===== config.mk =====
export PLATFORM = sky130hd
export DESIGN_NAME = hw_loop_ctrl
export DESIGN_NICKNAME = d
export VERILOG_FILES = /design/src/rtl/hw_loop_ctrl.sv
export SDC_FILE = /design/constraint.sdc
export NUM_CORES = 1
export LEC_CHECK = 0
export BUFFER_PORTS_ARGS = -buffer_cell sky130_fd_sc_hd__buf_2
export CAP_MARGIN = 20
export CORE_ASPECT_RATIO = 0.7
export CORE_MARGIN = 1
export CORE_UTILIZATION = 41
export DETAILED_ROUTE_END_ITERATION = 7
export GPL_TIMING_DRIVEN = 0
export HOLD_SLACK_MARGIN = 0.02
export PLACE_DENSITY = 0.59
export SYNTH_ARGS = -nofsm -noshare
export SYNTH_HDL_FRONTEND = slang
export SYNTH_SLANG_ARGS = --single-unit

===== constraint.sdc =====
create_clock -name clk -period 7.4 [get_ports clk]
set_input_delay 0.37 -clock clk [delete_from_list [all_inputs] [get_ports clk]]
set_output_delay 0.37 -clock clk [all_outputs]
set_load 0.01 [all_outputs]

===== src/rtl/hw_loop_ctrl.sv =====
module hw_loop_ctrl #(
  parameter int AW    = 16,
  parameter int CW    = 16,
  parameter int DEPTH = 4
) (
  input  logic          clk,
  input  logic          rst_n,
  input  logic [AW-1:0] pc_i,
  input  logic          stall_i,
  input  logic          setup_i,
  input  logic [CW-1:0] setup_count_i,
  input  logic [AW-1:0] setup_start_i,
  input  logic [AW-1:0] setup_end_i,
  input  logic          rep_i,
  input  logic [CW-1:0] rep_count_i,
  output logic [AW-1:0] next_pc_o,
  output logic          redirect_o,
  output logic          loop_active_o,
  output logic          overflow_o
);

  localparam int LW = $clog2(DEPTH + 1);
  localparam int SD = DEPTH - 1;
  localparam int EW = CW + 2 * AW;

  logic [CW-1:0] cnt_q, rcnt_q;
  logic [AW-1:0] start_q, end_q;
  logic [LW-1:0] lvl_q;
  logic          ovf_q;
  logic [EW-1:0] stk_q [SD];
  logic [EW-1:0] restore;

  wire go         = !stall_i;
  wire full       = (lvl_q == LW'(DEPTH));
  wire do_setup   = go && setup_i;
  wire do_rep     = go && !setup_i && rep_i;
  wire no_cmd     = go && !setup_i && !rep_i;
  wire take_setup = do_setup && !full && (setup_count_i != '0);
  wire skip       = do_setup && !full && (setup_count_i == '0);
  wire rep_hold   = no_cmd && (rcnt_q > CW'(1));
  wire at_end     = no_cmd && !rep_hold && (lvl_q != '0) && (pc_i == end_q);
  wire loop_back  = at_end && (cnt_q > CW'(1));
  wire pop        = at_end && !loop_back;

  assign next_pc_o = skip      ? setup_end_i + AW'(1) :
                     rep_hold  ? pc_i :
                     loop_back ? start_q : pc_i + AW'(1);
  assign redirect_o    = skip || rep_hold || loop_back;
  assign loop_active_o = (lvl_q != '0) || (rcnt_q > CW'(1));
  assign overflow_o    = ovf_q;

  always_comb begin
    restore = '0;
    for (int k = 0; k < SD; k++)
      if (lvl_q == LW'(k + 2)) restore = stk_q[k];
  end

  always_ff @(posedge clk) begin
    if (!rst_n) begin
      cnt_q   <= '0;
      start_q <= '0;
      end_q   <= '0;
      lvl_q   <= '0;
      rcnt_q  <= '0;
      ovf_q   <= 1'b0;
      for (int k = 0; k < SD; k++) stk_q[k] <= '0;
    end else begin
      if (do_setup && full) ovf_q <= 1'b1;
      if (take_setup) begin
        for (int k = 0; k < SD; k++)
          if (lvl_q == LW'(k + 1)) stk_q[k] <= {cnt_q, start_q, end_q};
        cnt_q   <= setup_count_i;
        start_q <= setup_start_i;
        end_q   <= setup_end_i;
        lvl_q   <= lvl_q + LW'(1);
      end else if (loop_back) begin
        cnt_q <= cnt_q - CW'(1);
      end else if (pop) begin
        if (lvl_q > LW'(1)) {cnt_q, start_q, end_q} <= restore;
        lvl_q <= lvl_q - LW'(1);
      end
      if (do_rep) rcnt_q <= rep_count_i;
      else if (no_cmd && rcnt_q != '0) rcnt_q <= rcnt_q - CW'(1);
    end
  end

endmodule


Word-level counts from Yosys, hierarchy flattened
Memory sizes are Yosys's and may differ from the RTL's. Index checks and enable logic that the tools add are counted.

Add/sub/neg operators: 6. $lt $le $gt $ge: 3. Equal/unequal tests: 6. Multiplexer cells: 39. Bitwise gates (word level): 3. Reduce and logical (&&, ||, !) cells: 36.

Operators by type and width (count): 2-to-1 mux 48 bit (6); 2-to-1 mux 16 bit (17); adder 16 x 1 -> 16 bit, second input constant (2); > comparator 16 x 1 -> 1 bit, second input constant (2); nonzero test 16 bit (2); subtractor 16 x 1 -> 16 bit, second input constant (2); == test 16 bit (1); zero test 16 bit (1); logical AND 1 bit (15); 2-to-1 mux 1 bit (13); 2-to-1 mux 3 bit (3); nonzero test 3 bit (3); == test 3 x 2 -> 1 bit, second input constant (2); zero test 1 bit (6); nonzero test 2 bit (3); AND reduction 2 bit (2); adder 3 x 1 -> 3 bit, second input constant (1); == test 3 x 1 -> 1 bit, second input constant (1); == test 3 bit, second input constant (1); > comparator 3 x 1 -> 1 bit, second input constant (1); logical OR 1 bit (3); bitwise OR 1 bit (3); AND reduction 3 bit (1); subtractor 3 x 1 -> 3 bit, second input constant (1); inequality test 2 bit, second input constant (1).

Flip-flop bits (word level): 68. Bits in writable memories: 144. Bits of input ports: 85. Output and inout port bits: 19. Memories: 1.

Memory list: stk_q (words 3, bits a word 48, rd ports 3, clocked after Yosys merged registers in 0, write ports 3, RTL line 30) `logic [EW-1:0] stk_q [SD];`.

Longest topological paths before layout
Gate-level depths: netlist (run 1).

Word-level depth: 14. Mapped depth: 11. Depth with buffers taken out: 8.

Worst setup path after synthesis (run 1)
No wires, ideal clock.

Path kind: reg2reg. Start: reg lvl_q[0]. End: mem stk_q[0][100] (netlist bit) (enable). Library setup time: 0.406 ns. Arrival: 3.142 ns. Data required time: 6.994 ns. Setup slack: 3.851 ns. Stages on the path, launching flop included: 12. Path buffers: 4. Cell sequence: dfxtp_1 inv_1 ha_1 and2_1 clkbuf_1 nor2_1 and2_1 clkbuf_1 clkbuf_1 buf_1 nand2_1 nand2_1.

RTL lines: start, declared (RTL line 28) `logic [LW-1:0] lvl_q;`; start signal, assigned (RTL line 75) `lvl_q <= lvl_q + LW'(1);`; start signal, assigned (RTL line 80) `lvl_q <= lvl_q - LW'(1);`; end, declared (RTL line 30).

==> results.py, run 1 <==
metrics = {
    "power_and_ir_drop": {
        "p_per_area_nw_per_um2": 237,
        "leakagePower_nw": 4.42,
        "p_total_mw": 2.94,
        "peakVddDrop_uv": 163,
    },
    "global_route": {
        "grt_pass1_wl_um": 51000,
        "antenna_found_initial": 0,
        "gr-usage-all-layers": 0.252,
        "grt_max_degree": 49,
        "grt_pass1_vias": 8267,
        "gr-total-overflow": 0,
    },
    "clock_tree": {
        "holdBufCountCts": 0,
        "cts_tree": "done",
        "clock-root-buffer": "clkbuf_16",
        "cts.htree.levels": 1,
        "insertion_delay_ns": 0.51,
        "cts.sink_count": 212,
        "max-clock-path-buffers": 3,
        "clk_pin_slew_ns": 0.07,
        "cts_setup_buffers": 0,
        "cts_buffers": 22,
        "post_cts_resize_count": 0,
    },
    "floorplan": {
        "start_util": 0.418,
        "io-pin-count": 104,
        "placementRows": 49,
        "die_w_um": 195,
        "core_um2": 25700,
        "die_h_um": 137,
        "die-area_um2": 26900,
    },
    "synthesis": {
        "synth_top_area_share": 0.403,
        "synth_area_leaders": "edfxtp_1, dfxtp_1, a221o_1, nor3_1, and2_1",
        "yosysTopAreaCell": "edfxtp_1",
        "yosysMostFrequentCell": "edfxtp_1",
        "netlist_area_um2": 10700,
        "synth_cell_type_count": 64,
        "async_flop_share": 0,
        "synth.net_count": 1113,
        "ys_seq_area_frac": 0.529,
        "synth_edf_count": 144,
        "syn_avg_cell_area_um2": 10.6,
        "synth_commonest_cells": "edfxtp_1, dfxtp_1, nor2_1, nand2_1, nor3_1",
        "synth.ff_latch_count": 212,
        "synthCells": 1015,
        "synth_top_flop_cell": "edfxtp_1",
        "yosysWarnings": 0,
    },
    "sta": {
        "worst_slack_ns": 3.10,
        "drv_slew": 0,
        "rsz0062_at_grt": "no",
        "hold_ws_ns": 0.100,
        "tightest_slew_ns": 1.01,
        "timing.final.crit_period_ns": 4.30,
        "setup_viol": 0,
        "final.setup.tns_ns": 0,
        "maxSlewHeadroom": 0.324,
        "finalClockSkew_ns": 0.0122,
        "hold_viol": 0,
        "fmax_ghz": 0.233,
        "period_share": 0.581,
    },
    "placed_design": {
        "routabilityCongestion": 0.923,
        "io_buffers": 100,
        "place_area_um2": 11700,
        "place_ws_ns": 3.15,
        "dp_hpwl_um": 24700,
        "place_inst": 1448,
    },
    "route": {
        "drc": 0,
        "route.vias.total": 8943,
        "first_iter_violations": 860,
        "vias_per_cell": 6.01,
        "antenna_left": 0,
        "wire_per_inst_um": 22.9,
        "routed_wl_um": 34100,
        "drt_pass1_iterations": 5,
    },
    "setup_path": {
        "setup.worst_path.end_class": "flip-flop",
        "path_class": "reg -> reg",
        "cp_cell_sequence": "inv_1 > ha_1 > and2_1 > clkbuf_1 > nor2_1 > and2_1 > clkbuf_1 > clkbuf_1 > buf_1 > nand2_1 > nand2_2 > buf_12",
        "cp.required_ns": 7.60,
        "cp_slowest_stage_delay_ns": 0.59,
        "slowest_stage": "clkbuf_1",
        "worstPathArrival_ns": 4.49,
        "worst-path-max-fanout": 25,
        "rrSetupSlack_ns": 3.10,
        "cp-start-kind": "flip-flop",
        "worst_path_most_repeated_cell": "clkbuf_1",
    },
    "cells_and_area": {
        "seq_area_um2": 5690,
        "utilization": 0.483,
        "antenna_cells": 0,
        "multi_input_area_um2": 4670,
        "drive_gt1_frac": 0.143,
        "final_area_um2": 12400,
        "area_growth_pct": 15.6,
        "nNetsFinal": 1239,
        "fillers": 2371,
        "fin_cells": 1488,
    },
    "outcome": {
        "status": "complete, no violations",
    },
    "job": {
        "cap_viol_max_count": 0,
    },
    "worst_hold_path": {
        "hp-class": "in -> reg",
    },
}
[layout by cell type, fill, tap and decap left out, types with 6 or more instances in the layout]
cell / count
nand3_1: 31
nor3_1: 66
nand2b_1: 7
xnor2_1: 21
dfxtp_1: 68
nand2_1: 66
and2_1: 52
a21oi_1: 31
a221o_1: 39
edfxtp_1: 144
o21a_1: 10
a221oi_1: 12
and3_1: 8
clkbuf_16: 23
nor4_1: 20
o21ai_1: 12
or3_1: 8
o21ai_0: 31
a311oi_1: 33
buf_2: 104
mux2i_1: 19
inv_1: 16
o211ai_1: 33
nor2_1: 68
ha_1: 13
a22oi_1: 13
buf_4: 6
xor2_1: 30
or4_1: 6
clkbuf_1: 66
nand4_1: 11
[final timing paths]
check | start | endpoint | depth (start not counted)
worst min register to register | overflow_o | overflow_o | 2
worst max-delay path | lvl_q[0] | stk_q[0][113] | 12
worst min-delay path | setup_count_i[1] | cnt_q[1] | 3
worst max register to register | lvl_q[0] | stk_q[0][113] | 12
[power by group]
part / total, mW / internal (mW) / switching (mW) / leakage, nW
sequential: 1.37 / 1.32 / 0.0481 / 2.05
clock: 1.12 / 0.640 / 0.478 / 0.340
combinational: 0.448 / 0.165 / 0.282 / 2.03
[sequential cells by signal, indices dropped and copies added (netlist names)]
signal      cells
overflow_o      1
lvl_q           3
cnt_q          16
end_q          16
stk_q         144
start_q        16
rcnt_q         16
[per-layer routing]
metal	track usage	share of wire	routed length (µm)
met3	0.0521	0.085	2910
met5	0	0	0
met4	0.0612	0.021	702
met2	0.357	0.41	14000
met1	0.386	0.48	16500
[kinds of logic (layout without fill, tap and decap cells)]
family	after synthesis	count (layout)	share of synthesized area
xor gates and xnor gates	51	51	0.0416
DFF	212	212	0.529
adders and majority gates	13	13	0.0151
and+or+nand+nor	370	370	0.181
AOI/OAI and AO/OA	253	253	0.176
buffers and inverters	96	238	0.0374
muxes	20	20	0.0188
[cell type report]
class                   instances  share of cell area
flip-flops and latches        212               0.458
multi-input cells             707               0.376
clock buffers                  26              0.0473
repair buffers                102              0.0423
well taps                     331              0.0334
plain buffers                  79              0.0272
clock inverters                14              0.0105
inverters                      17             0.00514
[critical path, delay by kind of cell (launching register included)]
kind / cells / cell delay, ns
flip-flops: 1 / 0.43
AND/OR/NAND/NOR: 5 / 1.18
adder cells (fa/ha/maj): 1 / 0.23
buffers and inverters: 6 / 2.09
Power figures use the tool's default switching activity.
==> run 2, diff against run 1 <==
--- a/config.mk
+++ b/config.mk
@@ -5,6 +5,7 @@
 export SDC_FILE = /design/constraint.sdc
 export NUM_CORES = 1
 export LEC_CHECK = 0
+export ABC_AREA = 1
 export BUFFER_PORTS_ARGS = -buffer_cell sky130_fd_sc_hd__buf_2
 export CAP_MARGIN = 20
 export CORE_ASPECT_RATIO = 0.7
@@ -13,7 +14,7 @@
 export DETAILED_ROUTE_END_ITERATION = 7
 export GPL_TIMING_DRIVEN = 0
 export HOLD_SLACK_MARGIN = 0.02
-export PLACE_DENSITY = 0.59
+export PLACE_DENSITY = 0.61
 export SYNTH_ARGS = -nofsm -noshare
 export SYNTH_HDL_FRONTEND = slang
 export SYNTH_SLANG_ARGS = --single-unit
==> constraint.sdc (replaced) <==
create_clock -name clk -period 3.9 [get_ports clk]
set_input_delay 0.195 -clock clk [delete_from_list [all_inputs] [get_ports clk]]
set_output_delay 0.195 -clock clk [all_outputs]
set_load 0.01 [all_outputs]
==> results.py, run 2 <==
metrics = {
    "floorplan": {
        "placementRows": 51,
        "die_w_um": 204,
        "start_util": 0.419,
        "die_h_um": 143,
        "core_um2": 27900,
        "die-area_um2": 29200,
        "io-pin-count": 104,
    },
    "sta": {
        "period_share": 0.934,
        "timing.final.crit_period_ns": 3.64,
        "maxSlewHeadroom": 0.334,
        "hold_ws_ns": 0.0315,
        "fmax_ghz": 0.275,
        "worst_slack_ns": 0.258,
        "setup_viol": 0,
        "drv_slew": 0,
        "rsz0062_at_grt": "no",
        "tightest_slew_ns": 0.992,
        "finalClockSkew_ns": 0.00918,
        "hold_viol": 0,
    },
    "outcome": {
        "status": "complete, no violations",
    },
    "cells_and_area": {
        "seq_area_um2": 5690,
        "utilization": 0.493,
        "final_cell_mix": "nand2_1, nor2_1, o21ai_0",
        "area_growth_pct": 17.6,
        "drive_gt1_frac": 0.118,
        "nNetsFinal": 1760,
        "multi_input_area_um2": 5200,
        "fin_cells": 2049,
        "antenna_cells": 0,
        "largest_reg_flops": 144,
        "fillers": 2766,
        "layout_commonest_cell": "nand2_1",
        "regMostFlops": "stk_q",
    },
    "route": {
        "antenna_left": 0,
        "vias_per_cell": 5.42,
        "drt_pass1_iterations": 5,
        "routed_wl_um": 39800,
        "first_iter_violations": 1214,
        "wire_per_inst_um": 19.4,
        "drc": 0,
        "route.vias.total": 11100,
    },
    "synthesis": {
        "async_flop_share": 0,
        "synthCells": 1512,
        "yosysWarnings": 0,
        "synth_top_flop_cell": "edfxtp_1",
        "ys_seq_area_frac": 0.487,
        "synth_commonest_cells": "nand2_1, nor2_1, o21ai_0, edfxtp_1, inv_1",
        "synth_edf_count": 144,
        "synth_area_leaders": "edfxtp_1, dfxtp_1, nand2_1, nor2_1, o21ai_0",
        "syn_avg_cell_area_um2": 7.72,
        "netlist_area_um2": 11700,
        "yosysMostFrequentCell": "nand2_1",
        "synth.ff_latch_count": 212,
        "synth_top_area_share": 0.370,
        "synth.net_count": 1610,
        "synth_cell_type_count": 39,
        "yosysTopAreaCell": "edfxtp_1",
    },
    "setup_path": {
        "worstPathArrival_ns": 3.45,
        "path_depth": 13,
        "setup.worst_path.end_class": "primary output",
        "worst-path-max-fanout": 10,
        "path_class": "in -> out",
        "rr_worst_depth": 12,
        "cp.required_ns": 3.70,
        "cp_cell_sequence": "dlygate4sd3_1 > buf_2 > nor2_1 > nand2_1 > nor2_1 > nand4_1 > nor2_2 > nand3_1 > buf_2 > o211ai_1 > nand2_1 > nor2_1 > buf_2",
        "cp_slowest_stage_delay_ns": 0.54,
        "slowest_stage": "dlygate4sd3_1",
        "cp_top_family": "simple AND/OR/NAND/NOR gates",
        "cp-start-kind": "input pin",
        "critPathBufInv": 4,
        "rrSetupSlack_ns": 0.47,
    },
    "placed_design": {
        "place_ws_ns": 0.0355,
        "routabilityCongestion": 0.943,
        "io_buffers": 103,
        "place_inst": 1991,
        "dp_hpwl_um": 29700,
    },
    "power_and_ir_drop": {
        "switching_share": 0.292,
        "p_per_area_nw_per_um2": 431,
        "intPower_mw": 4.19,
        "p_switching_mw": 1.73,
        "seq_power_share": 0.435,
        "leakagePower_nw": 5.91,
        "p_clk_frac": 0.384,
        "peakVddDrop_uv": 259,
        "p_total_mw": 5.92,
        "combPwrFrac": 0.181,
    },
    "global_route": {
        "grt_pass1_wl_um": 60500,
        "gr-total-overflow": 0,
        "antenna_found_initial": 0,
        "grt_pass1_vias": 10200,
        "grt_max_degree": 30,
        "gr-usage-all-layers": 0.276,
    },
    "clock_tree": {
        "clock-root-buffer": "clkbuf_16",
        "insertion_delay_ns": 0.52,
        "max-clock-path-buffers": 3,
        "cts.htree.levels": 1,
        "cts_tree": "done",
        "cts_buffers": 23,
        "cts.sink_count": 212,
        "clk_pin_slew_ns": 0.06,
        "cts_setup_buffers": 0,
    },
    "worst_hold_path": {
        "hp-class": "in -> reg",
        "hold_depth": 3,
    },
    "job": {
        "cap_viol_max_count": 0,
    },
}
run 2: cell types whose count changed in the layout (fill, tap and decap cells not counted), sizes merged, moves of 63 or more:
cell and change:
inv +119, nand2 +287, nand3 +96, nand4 +63, nor2 +184, o21ai +125
run 2: timing repair:
action                                  CTS  global route
endpoints found under the setup margin    0            30
hold buffers                             19             0
resized for setup                         0             1
hold endpoints to repair                 18             0
run 2: cell families (layout without fill, tap and decap cells):
group                    after synthesis  count (layout)  synth area share
adder cells (fa/ha/maj)               13              13            0.0139
AND/OR/NAND/NOR                      824             824             0.306
buffers and inverters                210             376            0.0706
XOR/XNOR                              26              26            0.0195
flip-flops                           212             212             0.487
AO/OA/AOI/OAI                        227             227             0.104
run 2: final cells by class:
type / count / area share
inverter: 135 / 0.0369
buffer: 73 / 0.0226
sequential: 212 / 0.414
clock inverter: 17 / 0.0137
clock buffer: 24 / 0.0422
multi-input combinational: 1090 / 0.378
tap: 371 / 0.0338
timing repair buffer: 127 / 0.0586
run 2: final timing paths:
check	start	to
worst max-delay path	setup_i	next_pc_o[12]
worst max register to register	lvl_q[0]	end_q[6]
worst min-delay path	rep_count_i[12]	rcnt_q[12]
worst min register to register	start_q[8]	start_q[8]
run 2: per-stage QoR:
stage          TNS, ns  cell area (µm²)
6_report             0            13700
5_1_grt              0            13700
4_1_cts              0            13700
3_5_place_dp         0            12800
3_3_place_gp   -292.88            12700
2_1_floorplan   -13.37            11700
run 2: worst register-to-register path, stage by stage (launching register included):
cell     delay, ns
dfxtp_1       0.43
inv_1         0.12
ha_1          0.24
nand2_1       0.31
inv_1         0.16
nor2_1        0.15
nand2_1       0.28
inv_1         0.16
buf_2         0.46
buf_1         0.59
o21ai_0       0.17
o21ai_1       0.20
nor2_1        0.05
run 2: layer usage:
metal	part of all wire	GRT usage
met1	0.48	0.431
met2	0.40	0.387
met3	0.10	0.0536
met4	0.018	0.0546
met5	0	0
run 2: power groups by stage:
| stage | Sequential [mW] | Clock (mW) | Combinational [mW] |
|---|---|---|---|
| 2_1_floorplan | 2.61 | 0 | 0.675 |
| 3_3_place_gp | 2.63 | 0 | 1.01 |
| 3_5_place_dp | 2.62 | 0 | 1.04 |
| 4_1_cts | 2.57 | 2.29 | 1.06 |
| 5_1_grt | 2.59 | 2.39 | 1.20 |
| 6_report | 2.58 | 2.27 | 1.07 |
